==> config.mk <==
export PLATFORM = sky130hd
export DESIGN_NAME = acl_unit
export DESIGN_NICKNAME = d
export VERILOG_FILES = /design/src/rtl/acl_pkg.sv /design/src/rtl/acl_ctrl.sv /design/src/rtl/acl_datapath.sv /design/src/rtl/acl_unit.sv
export SDC_FILE = /design/constraint.sdc
export NUM_CORES = 1
export LEC_CHECK = 0
export CAP_MARGIN = 5
export CORE_MARGIN = 2
export CORE_UTILIZATION = 30
export DETAILED_ROUTE_END_ITERATION = 7
export DONT_BUFFER_PORTS = 1
export PLACE_DENSITY = 0.53
export SYNTH_ARGS = -nofsm -noshare
export SYNTH_HDL_FRONTEND = slang
export SYNTH_HIERARCHICAL = 1
export SYNTH_SLANG_ARGS = --single-unit
==> constraint.sdc <==
create_clock -name clk -period 4.45 [get_ports clk]
set_clock_uncertainty 0.05 [all_clocks]
set_input_delay 0.89 -clock clk [delete_from_list [all_inputs] [get_ports clk]]
set_output_delay 0.89 -clock clk [all_outputs]
set_load 0.01 [all_outputs]
==> src/rtl/acl_pkg.sv <==
package acl_pkg;

  // Number of register-operation select bits
  localparam int OP_COUNT = 12;

  // Select bit positions (matched to the instruction word layout)
  localparam int SEL_CLR_ACC = 11;
  localparam int SEL_CLR_LNK = 10;
  localparam int SEL_CPL_ACC = 9;
  localparam int SEL_CPL_LNK = 8;
  localparam int SEL_ROT_R   = 7;
  localparam int SEL_ROT_L   = 6;
  localparam int SEL_INCR    = 5;
  localparam int SEL_SKP_POS = 4;
  localparam int SEL_SKP_NEG = 3;
  localparam int SEL_SKP_ZRO = 2;
  localparam int SEL_SKP_LNZ = 1;
  localparam int SEL_HALT    = 0;

  // Memory request codes
  typedef enum logic [1:0] {
    MEM_NONE = 2'b00,
    MEM_LOAD = 2'b01,
    MEM_AND  = 2'b10,
    MEM_ADD  = 2'b11
  } memOp_e;

  // Strobes passed from control to datapath
  typedef struct packed {
    logic clrAcc;
    logic clrLnk;
    logic cplAcc;
    logic cplLnk;
    logic rotR;
    logic rotL;
    logic incr;
    logic ldLink;
    logic skpPos;
    logic skpNeg;
    logic skpZro;
    logic skpLnz;
    logic memLoad;
    logic memAnd;
    logic memAdd;
    logic inLd;
  } aclStrobes_t;

endpackage

==> src/rtl/acl_ctrl.sv <==
module acl_ctrl
  import acl_pkg::*;
(
  input  logic                opStrobe,
  input  logic [OP_COUNT-1:0] opSel,
  input  logic [1:0]          memOp,
  input  logic                inLoad,
  output aclStrobes_t         stb
);

  logic   regGo;
  logic   memGo;
  logic   inGo;
  memOp_e memCode;

  assign memCode = memOp_e'(memOp);

  // Priority: register op, then memory request, then input byte
  assign regGo = opStrobe;
  assign memGo = !opStrobe && (memCode != MEM_NONE);
  assign inGo  = !opStrobe && (memCode == MEM_NONE) && inLoad;

  always_comb begin
    stb         = '0;
    stb.clrAcc  = regGo && opSel[SEL_CLR_ACC];
    stb.clrLnk  = regGo && opSel[SEL_CLR_LNK];
    stb.cplAcc  = regGo && opSel[SEL_CPL_ACC];
    stb.cplLnk  = regGo && opSel[SEL_CPL_LNK];
    stb.rotR    = regGo && opSel[SEL_ROT_R];
    stb.rotL    = regGo && opSel[SEL_ROT_L];
    stb.incr    = regGo && opSel[SEL_INCR];
    stb.ldLink  = regGo && (opSel[SEL_CLR_LNK] || opSel[SEL_CPL_LNK] ||
                            opSel[SEL_ROT_R]   || opSel[SEL_ROT_L]   ||
                            opSel[SEL_INCR]);
    stb.skpPos  = regGo && opSel[SEL_SKP_POS];
    stb.skpNeg  = regGo && opSel[SEL_SKP_NEG];
    stb.skpZro  = regGo && opSel[SEL_SKP_ZRO];
    stb.skpLnz  = regGo && opSel[SEL_SKP_LNZ];
    stb.memLoad = memGo && (memCode == MEM_LOAD);
    stb.memAnd  = memGo && (memCode == MEM_AND);
    stb.memAdd  = memGo && (memCode == MEM_ADD);
    stb.inLd    = inGo;
  end

  // at most one class of work is active per cycle
  always_comb begin
    p_one_class_r11: assert ($onehot0({regGo, memGo, inGo}));
  end

endmodule

==> src/rtl/acl_datapath.sv <==
module acl_datapath
  import acl_pkg::*;
#(
  parameter int DATA_W = 16,
  parameter int IO_W   = 8
) (
  input  logic              clk,
  input  logic              rst_n,
  input  aclStrobes_t       stb,
  input  logic [DATA_W-1:0] operand,
  input  logic [IO_W-1:0]   inByte,
  output logic [DATA_W-1:0] acc,
  output logic              link,
  output logic              skipReq
);

  localparam int EXT_W = DATA_W + 1;

  logic [EXT_W-1:0]  work;
  logic [DATA_W-1:0] inMerged;
  logic [DATA_W-1:0] accNext;
  logic              linkNext;
  logic              skipNext;

  // Input byte merge: the variant depends on the relative widths
  generate
    if (IO_W >= DATA_W) begin : g_inFull
      assign inMerged = inByte[DATA_W-1:0];
    end else begin : g_inLow
      assign inMerged = {acc[DATA_W-1:IO_W], inByte};

      // input load keeps the upper accumulator bits
      p_upper_keep_r9: assert property (@(posedge clk) disable iff (!rst_n)
        stb.inLd |=> acc[DATA_W-1:IO_W] == $past(acc[DATA_W-1:IO_W]));
    end
  endgenerate

  // Ordered operation chain on the joined {link, acc} value
  always_comb begin
    work = {link, acc};
    if (stb.clrAcc) work[DATA_W-1:0] = '0;
    if (stb.clrLnk) work[DATA_W]     = 1'b0;
    if (stb.cplAcc) work[DATA_W-1:0] = ~work[DATA_W-1:0];
    if (stb.cplLnk) work[DATA_W]     = ~work[DATA_W];
    if (stb.rotR)   work = {work[0], work[EXT_W-1:1]};
    if (stb.rotL)   work = {work[EXT_W-2:0], work[EXT_W-1]};
    if (stb.incr)   work = {1'b0, work[DATA_W-1:0]} + EXT_W'(1);
    if (stb.memLoad) work[DATA_W-1:0] = operand;
    if (stb.memAnd)  work[DATA_W-1:0] = work[DATA_W-1:0] & operand;
    if (stb.memAdd)  work = {1'b0, acc} + {1'b0, operand};
    if (stb.inLd)    work[DATA_W-1:0] = inMerged;
  end

  assign accNext  = work[DATA_W-1:0];
  assign linkNext = (stb.ldLink || stb.memAdd) ? work[DATA_W] : link;

  // Skip tests use the values held before the edge
  assign skipNext = (stb.skpPos && !acc[DATA_W-1]) ||
                    (stb.skpNeg &&  acc[DATA_W-1]) ||
                    (stb.skpZro && (acc == '0))    ||
                    (stb.skpLnz && !link);

  always_ff @(posedge clk or negedge rst_n) begin
    if (!rst_n) begin
      acc     <= '0;
      link    <= 1'b0;
      skipReq <= 1'b0;
    end else begin
      acc     <= accNext;
      link    <= linkNext;
      skipReq <= skipNext;
    end
  end

  // link is held unless a link-writing operation or an add ran
  p_link_hold_r7: assert property (@(posedge clk) disable iff (!rst_n)
    !(stb.ldLink || stb.memAdd) |=> link == $past(link));

  // a skip request follows a cycle that enabled some skip test
  p_skip_src_r6: assert property (@(posedge clk) disable iff (!rst_n)
    skipReq |-> $past(stb.skpPos || stb.skpNeg || stb.skpZro || stb.skpLnz));

  // an enabled zero test on a zero accumulator always raises skip
  p_skip_zero_r6: assert property (@(posedge clk) disable iff (!rst_n)
    (stb.skpZro && acc == '0) |=> skipReq);

  // load and AND leave link unchanged
  p_mem_link_r8: assert property (@(posedge clk) disable iff (!rst_n)
    (stb.memLoad || stb.memAnd) |=> $stable(link));

endmodule

==> src/rtl/acl_unit.sv <==
module acl_unit
  import acl_pkg::*;
#(
  parameter int DATA_W = 16,
  parameter int IO_W   = 8
) (
  input  logic                clk,
  input  logic                rst_n,
  input  logic                opStrobe,
  input  logic [OP_COUNT-1:0] opSel,
  input  logic [1:0]          memOp,
  input  logic [DATA_W-1:0]   operand,
  input  logic                inLoad,
  input  logic [IO_W-1:0]     inByte,
  output logic [DATA_W-1:0]   acc,
  output logic                link,
  output logic                skipReq
);

  aclStrobes_t stb;

  acl_ctrl u_ctrl (
    .opStrobe (opStrobe),
    .opSel    (opSel),
    .memOp    (memOp),
    .inLoad   (inLoad),
    .stb      (stb)
  );

  acl_datapath #(
    .DATA_W (DATA_W),
    .IO_W   (IO_W)
  ) u_dp (
    .clk     (clk),
    .rst_n   (rst_n),
    .stb     (stb),
    .operand (operand),
    .inByte  (inByte),
    .acc     (acc),
    .link    (link),
    .skipReq (skipReq)
  );

  // a lone halt select leaves the accumulator and link alone
  p_halt_hold_r7: assert property (@(posedge clk) disable iff (!rst_n)
    (opStrobe && opSel == OP_COUNT'(1) << SEL_HALT) |=> (acc == $past(acc) && link == $past(link)));

  // a lone clear-accumulator select empties the accumulator
  p_clr_acc_r3: assert property (@(posedge clk) disable iff (!rst_n)
    (opStrobe && opSel == OP_COUNT'(1) << SEL_CLR_ACC) |=> acc == '0);

  // no skip request without a strobe in the previous cycle
  p_skip_strobe_r12: assert property (@(posedge clk) disable iff (!rst_n)
    skipReq |-> $past(opStrobe));

endmodule

==> results of run 1 <==
==> cells in the final DEF (no fill, tap or decap), types with 15 or more instances in the layout <==
cell / Yosys / final
nor2_1: 38 / 38
mux2i_1: 28 / 28
a21oi_1: 28 / 28
o21ai_0: 27 / 27
xnor2_1: 22 / 22
dfrtp_1: 18 / 18
ha_1: 17 / 17
buf_4: 2 / 17
nand2_1: 16 / 16
and2_1: 15 / 15
==> registers in the layout, summed over array words and instances, names as in the netlist <==
register      cells
u_dp/acc         16
u_dp/link         1
u_dp/skipReq      1
==> final timing paths <==
check,to,cells past startpoint,slack [ns],startpoint
max in group asynchronous,u_dp/acc[5]$_DFF_PN0_,0,4.01,rst_n
min,u_dp/acc[12]$_DFFE_PN0N_,0,0.27,rst_n
min in group clk,u_dp/skipReq$_DFF_PN0_,1,0.56,u_dp/link$_DFFE_PN0P_
max,u_dp/acc[14]$_DFFE_PN0N_,13,0.43,opSel[6]
max reg2reg,u_dp/acc[14]$_DFFE_PN0N_,12,0.87,u_dp/acc[0]$_DFF_PN0_
min reg2reg,u_dp/skipReq$_DFF_PN0_,1,0.56,u_dp/link$_DFFE_PN0P_
==> where the power goes <==
part           total, mW  switching, mW  internal (mW)
Combinational      0.882          0.472          0.410
Clock              0.138         0.0590         0.0787
Sequential         0.405          0.192          0.213
==> worst max-delay path: cells and delay by family <==
| family | cells | cell delay (ns) |
|---|---|---|
| adders and majority gates | 1 | 0.21 |
| AOI/OAI and AO/OA | 2 | 0.51 |
| muxes | 2 | 0.50 |
| and+or+nand+nor | 8 | 1.98 |
==> stage by stage <==
| stage | total power [mW] | setup WS, ns | area, um2 | hold slack (ns) |
|---|---|---|---|---|
| 2_1_floorplan | 1.05 | 0.0940 | 3350 | 0.491 |
| 3_3_place_gp | 1.27 | 0.217 | 3520 | 0.545 |
| 3_5_place_dp | 1.28 | 0.199 | 3520 | 0.545 |
| 4_1_cts | 1.42 | 0.447 | 3580 | 0.264 |
| 5_1_grt | 1.55 | 0.279 | 3580 | 0.253 |
| 6_report | 1.42 | 0.432 | 3580 | 0.271 |
==> routing by layer <==
layer | GRT usage | vias up | share of wire
li1 | - | 1597 | -
met1 | 0.264 | 1567 | 0.47
met2 | 0.291 | 87 | 0.46
met5 | 0 | - | 0
met3 | 0.0196 | 6 | 0.056
met4 | 0.0470 | 0 | 0.013
==> area by class of cell <==
| cell class | instances | share of cell area |
|---|---|---|
| Clock buffer | 4 | 0.0154 |
| Inverter | 11 | 0.0115 |
| Multi-Input combinational cell | 365 | 0.763 |
| Sequential cell | 18 | 0.126 |
| Tap cell | 140 | 0.0489 |
| Timing Repair Buffer | 17 | 0.0357 |
==> cell families after synthesis <==
logic type / Yosys count / synth area share
and+or+nand+nor: 138 / 0.232
DFF: 18 / 0.135
AOI/OAI and AO/OA: 136 / 0.283
muxes: 42 / 0.148
adders and majority gates: 18 / 0.0695
buffers and inverters: 38 / 0.0516
xor gates and xnor gates: 31 / 0.0811
==> flow_summary.ini, run 1 <==
[synthesis]
async_flop_share = 1.00
yosysTopAreaCell = dfrtp_1
synthTopCellsByCount = nor2_1, a21oi_1, mux2i_1
synth_top_area_frac = 0.135
synthTopCellsByArea = dfrtp_1, mux2i_1, ha_1, xnor2_1, nor2_1
yosysUniqueCellTypes = 73
avgSynthCellArea_um2 = 7.95
yosysWarnings = 6
synthCells = 421
yosysSeqAreaShare = 0.135
yosysMostFrequentCell = nor2_1
synth_area_um2 = 3350
synth_nets = 481
synth_ff_type = dfrtp_1
synth_seq_cells = 18
synth_edf_count = 0

[finish]
post-route-util = 0.330
antenna_cells = 0
finalNonFillerCells = 555
multi_input_area_um2 = 2730
seqCellArea_um2 = 450
nFillCells = 1167
final_nets = 476
drive_gt1_frac = 0.111
area_growth_pct = 6.95

[timing]
slew_headroom = 0.453
hold_viol_final = 0
rsz0062_at_grt = no
fin_setup_tns_ns = 0
fin_crit_ns = 4.02
slew_viol_final = 0
finalSetupViolations = 0
tightest_slew_ns = 0.818
fmax_ghz = 0.249
period_share = 0.903

[worst_hold_path]
hold_path_class = input pin to async pin

[floorplanning]
die_y_um = 110
die_x_um = 110
start_util = 0.309
dieArea_um2 = 12000
num_rows = 38
coreArea_um2 = 10800
pin_count = 60

[route]
drtAntennaViolNets = 0
wire_per_inst_um = 19.5
vias = 3257
drtIter0Drc = 253
drt_pre_antenna_iters = 5
avgViaCountPerCell = 5.87
wl_um = 10800
drc_errors = 0

[clock_network]
clock_insertion_delay_worst_skew_ns = 0.26
clkTransAtPathRegs_ns = 0.07
cts_buffer_depth = 2
cts_tree = yes
cts_setup_buffers = 0
numCtsBuffers = 3
cts_sinks = 18
cts_root_buffer = clkbuf_8
hold_buffers = 0
ctsResizeCount = 0
htree_levels = 1

[worst_setup_path]
crit_type = input pin to register
worstPathMaxFanout = 5
crit_path_end_kind = register
start_kind = input pin
critPathRequiredTime_ns = 4.54
path_cells = and2_1 -> or2b_2 -> mux2i_1 -> o21a_4 -> nor2_1 -> ha_1 -> nand2_1 -> or4_1 -> mux2_2 -> nor4_2 -> and4_1 -> nor3_1 -> a221o_1
cp_slowest_cell = or4_1
max_stage_delay_ns = 0.47
worstPathArrival_ns = 4.11

[global_routing]
grt_max_degree = 28
grtUsageTotal = 0.183
overflow = 0
antenna_found_initial = 0
grt_pass1_wl_um = 17200
grt_pass1_vias = 3098

[run_status]
status = finished clean

[flow_run]
max_cap_violations = 0

[placed_design]
hpwl_um = 8350
port_buffers = 0
gp_congestion = 0.811
dpl.cell_count = 551

[pwr]
p_leak_nw = 1.32
pwr_density_cell_nw_per_um2 = 398
peakVddDrop_v = 0.000161
(Power assumes the default switching activity.)
==> run 2, diff against run 1 <==
Settings changed: CORE_MARGIN 2 to 5.
==> flow_summary.ini, run 2 (synthesized netlist as in run 1, its figures left out) <==
[clock_network]
numCtsBuffers = 3
htree_levels = 1
cts_root_buffer = clkbuf_8
ctsResizeCount = 0
clkTransAtPathRegs_ns = 0.08
hold_buffers = 0
cts_sinks = 18
cts_setup_buffers = 0
clock_insertion_delay_worst_skew_ns = 0.26
cts_buffer_depth = 2
cts_tree = yes

[timing]
fin_setup_tns_ns = 0
fin_crit_ns = 4.03
hold_viol_final = 0
tightest_slew_ns = 0.833
finalSetupViolations = 0
layout_setup_ws_ns = 0.424
period_share = 0.905
whs_ns = 0.270
rsz0062_at_grt = no
slew_headroom = 0.443
slew_viol_final = 0
fmax_ghz = 0.248

[finish]
area_growth_pct = 6.95
largest_register_ffs = 16
drive_gt1_frac = 0.111
post-route-util = 0.329
nFillCells = 1160
largest-register = u_dp/acc
multi_input_area_um2 = 2730
final_nets = 476
layout_common_cells = nor2_1, mux2i_1, a21oi_1, o21ai_0, xnor2_1
antenna_cells = 0
seqCellArea_um2 = 450
largestRegisters = u_dp/acc x16, u_dp/link x1, u_dp/skipReq x1
mostFrequentLayoutCell = nor2_1

[route]
avgViaCountPerCell = 5.94
wire_per_inst_um = 19.4
drtAntennaViolNets = 0
drc_errors = 0
drtIter0Drc = 139
drt_pre_antenna_iters = 5
wl_um = 10800
vias = 3297

[floorplanning]
pin_count = 60
die_y_um = 116
coreArea_um2 = 10900
num_rows = 38
start_util = 0.307
dieArea_um2 = 13400
die_x_um = 116

[worst_setup_path]
critPathRequiredTime_ns = 4.58
crit_type = input pin to register
worstPathArrival_ns = 4.15
start_kind = input pin
reg2reg_setup_slack_ns = 0.80
worstPathMaxFanout = 5
crit_path_end_kind = register

[placed_design]
gp_congestion = 0.878
hpwl_um = 8450
dp_slack_ns = 0.177
port_buffers = 0

[pwr]
p_leak_nw = 1.32
peakVddDrop_v = 0.000232
pwr_density_cell_nw_per_um2 = 399
power.total_mw = 1.43

[global_routing]
overflow = 0
grt_max_degree = 27
grt_pass1_vias = 3251
grt_pass1_wl_um = 17300
grtUsageTotal = 0.161
antenna_found_initial = 0

[worst_hold_path]
hold_path_class = input pin to async pin

[run_status]
status = finished clean

[flow_run]
max_cap_violations = 0
==> run 2: cell counts in the layout (fill, tap and decap cells not counted) <==
Identical to the previous run, type by type.
==> run 2: critical path, stage by stage <==
cell and delay [ns]:
and2_1 0.14, or2b_2 0.35, mux2i_1 0.16, o21a_4 0.24, nor2_1 0.17, ha_1 0.22
nand2_1 0.08, or4_1 0.48, mux2_2 0.34, nor4_2 0.45, buf_4 0.19, xor2_1 0.16
o221ai_1 0.14, o211ai_1 0.15
==> run 2: power by group <==
part	leakage (nW)	switching (mW)	internal (mW)
sequential	0.219	0.188	0.213
clock	0.0288	0.0603	0.0787
combinational	1.08	0.478	0.409
total	1.32	0.727	0.700
==> run 2: worst paths after layout <==
check | from | endpoint | cells past startpoint
setup / recovery | opSel[6] | u_dp/acc[12]$_DFFE_PN0N_ | 14
hold / removal | rst_n | u_dp/acc[1]$_DFF_PN0_ | 0
setup reg to reg | u_dp/link$_DFFE_PN0P_ | u_dp/acc[12]$_DFFE_PN0N_ | 13
hold reg to reg | u_dp/link$_DFFE_PN0P_ | u_dp/skipReq$_DFF_PN0_ | 1
max in group asynchronous | rst_n | u_dp/acc[15]$_DFFE_PN0N_ | 0
min in group clk | u_dp/link$_DFFE_PN0P_ | u_dp/skipReq$_DFF_PN0_ | 1
==> run 2: per-stage QoR <==
step	std cells	area, um2
after floorplan	421	3350
after global placement	551	3520
after detailed placement	551	3520
after CTS	555	3580
after global routing	555	3580
final	555	3580
==> run 2: area by class of cell <==
type,instances,area share
sequential,18,0.126
clock buffer,4,0.0154
tap,140,0.0489
inverter,11,0.0115
multi-input combinational,365,0.763
timing repair buffer,17,0.0357
==> run 2: layer usage <==
layer,share of wire,GRT usage
met1,0.45,0.213
met2,0.47,0.274
met3,0.057,0.0282
met4,0.017,0.0402
met5,0,0
